## src/rtl/mfc_bridge.sv

```systemverilog
module mfc_bridge #(
  parameter int ADDR_W  = 32,
  parameter int DATA_W  = 32,
  parameter int TIMEOUT = 64
) (
  input  logic                clk,
  input  logic                rst_n,
  input  logic                req_start,
  input  logic                req_write,
  input  logic                req_byte,
  input  logic [ADDR_W-1:0]   req_addr,
  input  logic [DATA_W-1:0]   req_wdata,
  output logic                req_busy,
  output logic                req_done,
  output logic                req_err,
  output logic [DATA_W-1:0]   req_rdata,
  output logic [ADDR_W-1:0]   mem_addr,
  output logic [DATA_W-1:0]   mem_wdata,
  input  logic [DATA_W-1:0]   mem_rdata,
  output logic                mem_rd,
  output logic                mem_wr,
  output logic                mem_byte,
  output logic [DATA_W/8-1:0] mem_lane_en,
  input  logic                mem_mfc
);
  localparam int LANES  = DATA_W / 8;
  localparam int LANE_W = (LANES > 1) ? $clog2(LANES) : 1;
  localparam int CNT_W  = $clog2(TIMEOUT + 1);

  typedef enum logic [1:0] {S_IDLE, S_ACC, S_REL} st_t;

  st_t               st;
  logic [ADDR_W-1:0] mar;
  logic [DATA_W-1:0] mdr;
  logic              op_wr, op_byte, done_q, err_q;
  logic [CNT_W-1:0]  cnt;

  wire [LANE_W-1:0] lane     = mar[LANE_W-1:0];
  wire [LANE_W-1:0] req_lane = req_addr[LANE_W-1:0];
  wire              accept   = (st == S_IDLE) && req_start && !mem_mfc;
  wire              in_acc   = (st == S_ACC);

  always_ff @(posedge clk) begin
    if (!rst_n) begin
      st <= S_IDLE; mar <= '0; mdr <= '0; op_wr <= 1'b0; op_byte <= 1'b0;
      cnt <= '0; done_q <= 1'b0; err_q <= 1'b0;
    end else begin
      done_q <= 1'b0;
      err_q  <= 1'b0;
      case (st)
        S_IDLE: if (accept) begin
          mar     <= req_addr;
          op_wr   <= req_write;
          op_byte <= req_byte;
          cnt     <= '0;
          if (req_write)
            mdr <= req_byte ? (DATA_W'(req_wdata[7:0]) << {req_lane, 3'b000}) : req_wdata;
          st <= S_ACC;
        end
        S_ACC: begin
          if (mem_mfc) begin
            if (!op_wr)
              mdr <= op_byte ? DATA_W'(mem_rdata[{lane, 3'b000} +: 8]) : mem_rdata;
            done_q <= 1'b1;
            st     <= S_REL;
          end else if (cnt == CNT_W'(TIMEOUT - 1)) begin
            done_q <= 1'b1;
            err_q  <= 1'b1;
            st     <= S_REL;
          end else begin
            cnt <= cnt + 1'b1;
          end
        end
        S_REL: if (!mem_mfc) st <= S_IDLE;
        default: st <= S_IDLE;
      endcase
    end
  end

  assign req_busy    = (st != S_IDLE);
  assign req_done    = done_q;
  assign req_err     = err_q;
  assign req_rdata   = mdr;
  assign mem_addr    = mar;
  assign mem_wdata   = mdr;
  assign mem_rd      = in_acc && !op_wr;
  assign mem_wr      = in_acc && op_wr;
  assign mem_byte    = in_acc && op_byte;
  assign mem_lane_en = op_byte ? (LANES'(1) << lane) : {LANES{1'b1}};

  // strobe run-length watcher for the timeout window
  logic [CNT_W-1:0] strobe_run;
  always_ff @(posedge clk) begin
    if (!rst_n) strobe_run <= '0;
    else if (mem_rd || mem_wr) strobe_run <= strobe_run + 1'b1;
    else strobe_run <= '0;
  end

  assert_strobe_excl_R2: assert property (@(posedge clk) disable iff (!rst_n)
    !(mem_rd && mem_wr));
  assert_strobe_drop_R3: assert property (@(posedge clk) disable iff (!rst_n)
    ((mem_rd || mem_wr) && mem_mfc) |=> (!mem_rd && !mem_wr && req_done && !req_err));
  assert_lane_onehot_R6: assert property (@(posedge clk) disable iff (!rst_n)
    mem_byte |-> ($countones(mem_lane_en) == 1));
  assert_addr_hold_R7: assert property (@(posedge clk) disable iff (!rst_n)
    req_busy |=> $stable(mem_addr));
  assert_hold_off_R8: assert property (@(posedge clk) disable iff (!rst_n)
    (!req_busy && mem_mfc) |=> !req_busy);
  assert_timeout_window_R9: assert property (@(posedge clk) disable iff (!rst_n)
    (mem_rd || mem_wr) |-> (strobe_run < CNT_W'(TIMEOUT)));
  assert_done_pulse_R10: assert property (@(posedge clk) disable iff (!rst_n)
    req_done |=> !req_done);
  assert_err_with_done_R10: assert property (@(posedge clk) disable iff (!rst_n)
    req_err |-> req_done);
endmodule

```

## config.mk

```make
export PLATFORM = sky130hd
export DESIGN_NAME = mfc_bridge
export DESIGN_NICKNAME = d
export VERILOG_FILES = /design/src/rtl/mfc_bridge.sv
export SDC_FILE = /design/constraint.sdc
export NUM_CORES = 1
export LEC_CHECK = 0
export ABC_AREA = 0
export BUFFER_PORTS_ARGS = -buffer_cell sky130_fd_sc_hd__buf_2
export CAP_MARGIN = 40
export CORE_MARGIN = 4
export CORE_UTILIZATION = 45
export DETAILED_ROUTE_END_ITERATION = 10
export PLACE_DENSITY = 0.88
export SLEW_MARGIN = 25
export SYNTH_ARGS = -nofsm -noshare
export SYNTH_HDL_FRONTEND = slang
export SYNTH_SLANG_ARGS = --single-unit
export TNS_END_PERCENT = 5
```

## constraint.sdc

```tcl
create_clock -name clk -period 2 [get_ports clk]
set_clock_uncertainty 0.15 [all_clocks]
set_input_delay 0.2 -clock clk [delete_from_list [all_inputs] [get_ports clk]]
set_output_delay 0.2 -clock clk [all_outputs]
set_load 0.02 [all_outputs]
```

==> key figures <==
Worst setup path
  – R2R Setup Slk: 110 ps
  – R2R depth: 4
  – Worst EP required: 2080 ps
  – R2R Path Start: st[1]
  – End point of the critical path: mem_addr[15]
  – Worst-path fanout max: 15
  – R2r endpoint: mem_addr[15]
  – CP Capture Type: register
  – Critical Path Source: st[1]
  – CP Launch Type: register
  – Critical Path AT: 1970 ps
  – Setup Crit Path Kind: register to register

Final layout
  – Layout cells sized above 1: 36.3%
  – Final net count: 764
  – Multi-input gate area: 1920 um^2
  – Area growth syn-to-layout: 37.3%
  – Register area: 1540 um^2
  – Fillers: 694
  – Final instance area: 5340 um^2

Routing
  – First drt pass iteration count: 5
  – Vias per cell: 5.75
  – Routed WL: 14.2 mm
  – Post-route ant nets: 0
  – DRC viols: 0
  – Via count: 4438
  – 1st-iter DRT viols: 282
  – Routed wire per std cell: 18.4 um

Clocking
  – Later-pin clock latency in the skew report: 350 ps
  – Worst-case clock buffer depth: 2
  – CTS tree: built
  – Post-CTS Repair Setup Buffers: 0
  – # clock sinks: 77
  – Clock transition at path regs: 100 ps
  – H-tree Lvls: 3
  – Cts bufs inserted: 9
  – Clock Tree Root: clkbuf_8

Synth
  – Top cell type's share of synthesized area: 39.6%
  – #FFs+latches synth: 77
  – Synth area leaders: dfxtp_1 40%, nand2_1 7.1%, a21boi_0 6.2%, buf_4 6.2%, a22o_1 5.4%
  – Syn Inst Count: 467
  – Post-synthesis sequential area ratio: 39.6%
  – Post-Syn Area per Cell: 8.33 um^2
  – Ys Warns: 0
  – Synth Cell Area: 3890 um^2
  – Top_reg_cell synth: dfxtp_1
  – Post-synth top area cell: dfxtp_1
  – Yosys cell types: 39
  – Syn Nets: 570
  – Asr flop ratio synth: 0%
  – EDFF count, synth: 0

Pwr
  – Switch share: 32.7%
  – Leakage: 0.00250 uW
  – Sequential share of power: 43.7%
  – Cell Pwr Density: 720 nW/um^2
  – Worst vdd ir: 444 uV
  – Comb pwr share: 23.1%
  – Clock network power share: 33.2%
  – Cell-internal power: 2590 uW
  – Switching power: 1260 uW

Die
  – IO Pins: 208
  – Row count: 33
  – Starting Density: 46.9%
  – Die area: 10200 um^2
  – Die Width: 101 um
  – Die Y: 101 um
  – Core area: 8300 um^2

Placed design
  – RD Place Congestion: 0.939
  – DP HPWL: 9.82 mm
  – Placed cell area: 4780 um^2
  – Port Buf Inserts: 207

Global route
  – Remaining Overflow, GRT: 0
  – Initial antenna violation count: 1
  – First-pass GRT wire length: 21.6 mm
  – Vias in the first global route: 4275
  – Tot GR Track Use: 26.8%
  – Pin count of the biggest net entering global routing: 65

STA
  – Max Slew Vio Count: 0
  – Final period utilization: 94.4%
  – Worst slew pin tran: 839 ps
  – RSZ-0062 raised after global routing: no
  – Minimum clock period: 1890 ps
  – Setup-failing EPs final: 0
  – Fin Hold WS: 20.1 ps
  – Final hold violation count: 0
  – Relative max-transition margin: 44.0%
  – Setup TNS: 0 ps
  – F_max: 530 MHz

Min path
  – Hold path startpoint: mem_rdata[9]
  – Min-delay worst type: input pin to register

Run status
  – Result of the run: complete, no violations

Job
  – Max Cap Viol: 0
[power groups by stage]
stage | sequential (uW) | clock, uW | combinational, uW
after floorplan | 1800 | 0 | 443
after global placement | 1710 | 0 | 807
after detailed placement | 1710 | 0 | 821
after CTS | 1680 | 1290 | 873
after global routing | 1690 | 1370 | 955
final | 1680 | 1270 | 889
[cell type report]
class,count,share of cell area (%)
antenna,1,0.0469
clock inverter,7,1.66
clock buffer,9,2.32
multi-input combinational,312,36.0
inverter,6,0.422
timing repair buffer,255,28.2
tap,105,2.46
sequential,77,28.9
[per-stage QoR]
step | power (uW) | utilization, % | std cells | setup WS, ps
finish | 3840 | 64.3 | 772 | 112
global route | 4010 | 64.3 | 772 | 14.3
detailed placement | 2530 | 57.6 | 721 | 183
CTS | 3850 | 64.3 | 771 | 42.7
floorplan | 2250 | - | 467 | 227
global placement | 2520 | 57.6 | 721 | 239
[cells in the final DEF (no fill, tap or decap), types with 2 or more instances in the layout]
cell / n
buf_2: 207
dfxtp_1: 77
nand2_1: 73
o21ai_0: 38
a21oi_1: 34
dlygate4sd3_1: 34
a21boi_0: 32
a22o_1: 24
a22oi_1: 24
buf_4: 12
a31oi_1: 10
mux2i_1: 9
clkbuf_8: 9
nor2_1: 8
a32oi_1: 8
a211o_1: 8
inv_1: 6
a21boi_1: 6
nand3_1: 5
nand2b_1: 3
o21a_1: 3
and3_1: 3
inv_8: 3
o21ai_1: 2
and2_1: 2
nand3b_1: 2
nor3b_1: 2
o211a_1: 2
and3b_1: 2
buf_12: 2
[worst max-delay path, stage by stage, from the launching register on]
cell and delay (ps):
dfxtp_1 390, or4b_1 750, buf_4 280, nand2_1 90, a21boi_0 120
[how the worst min path moves through the flow]
stage               depth (start not counted)       endpoint  slack [ps]
finish                                      3   mem_wdata[9]          20
floorplan                                   2          op_wr         180
detailed placement                          2         cnt[6]         280
global route                                3  mem_wdata[14]          10
global placement                            2         cnt[6]         270
CTS                                         3  mem_wdata[14]           3
[registers in the layout, summed over array words and instances, names as in the netlist]
| signal | count |
|---|---|
| op_byte | 1 |
| mem_addr | 32 |
| op_wr | 1 |
| req_err | 1 |
| cnt | 7 |
| st | 2 |
| req_done | 1 |
| mem_wdata | 32 |
[routing by layer]
metal / share of wire, % / routed length, um / up-vias / GRT usage [%]
met4: 2.8 / 402 / 0 / 9.30
met2: 51 / 7220 / 294 / 48.8
li1: - / - / 2039 / -
met3: 10 / 1490 / 37 / 7.40
met5: 0 / 0 / - / 0
met1: 36 / 5110 / 2068 / 29.9
[cell families after synthesis]
kind of cell | share of synthesized area, %
AND/OR/NAND/NOR | 12.9
AO/OA/AOI/OAI | 33.6
adder cells (fa/ha/maj) | 0.322
flip-flops | 39.6
multiplexers | 2.32
buffers and inverters | 11.3
[cells in the mapped netlist, drive strengths merged, types with 2 or more instances]
master  count
nand3b      2
nor2        8
a21oi      35
nand2b      3
a22oi      24
nand2      74
inv         6
a22o       24
o21ai      40
nor2b       2
mux2i       9
and3        3
o21a        3
a211o       8
a21boi     38
a32oi       8
nor3b       3
and2        2
a31oi      10
o211a       2
and3b       2
dfxtp      77
buf        46
nand3       5
clkbuf     26
[what timing repair did]
item                       CTS  global route
resized for setup            0             2
hold endpoints to repair    34             0
setup endpoints to repair    0             1
hold buffers                34             0
(Power assumes the default switching activity.)
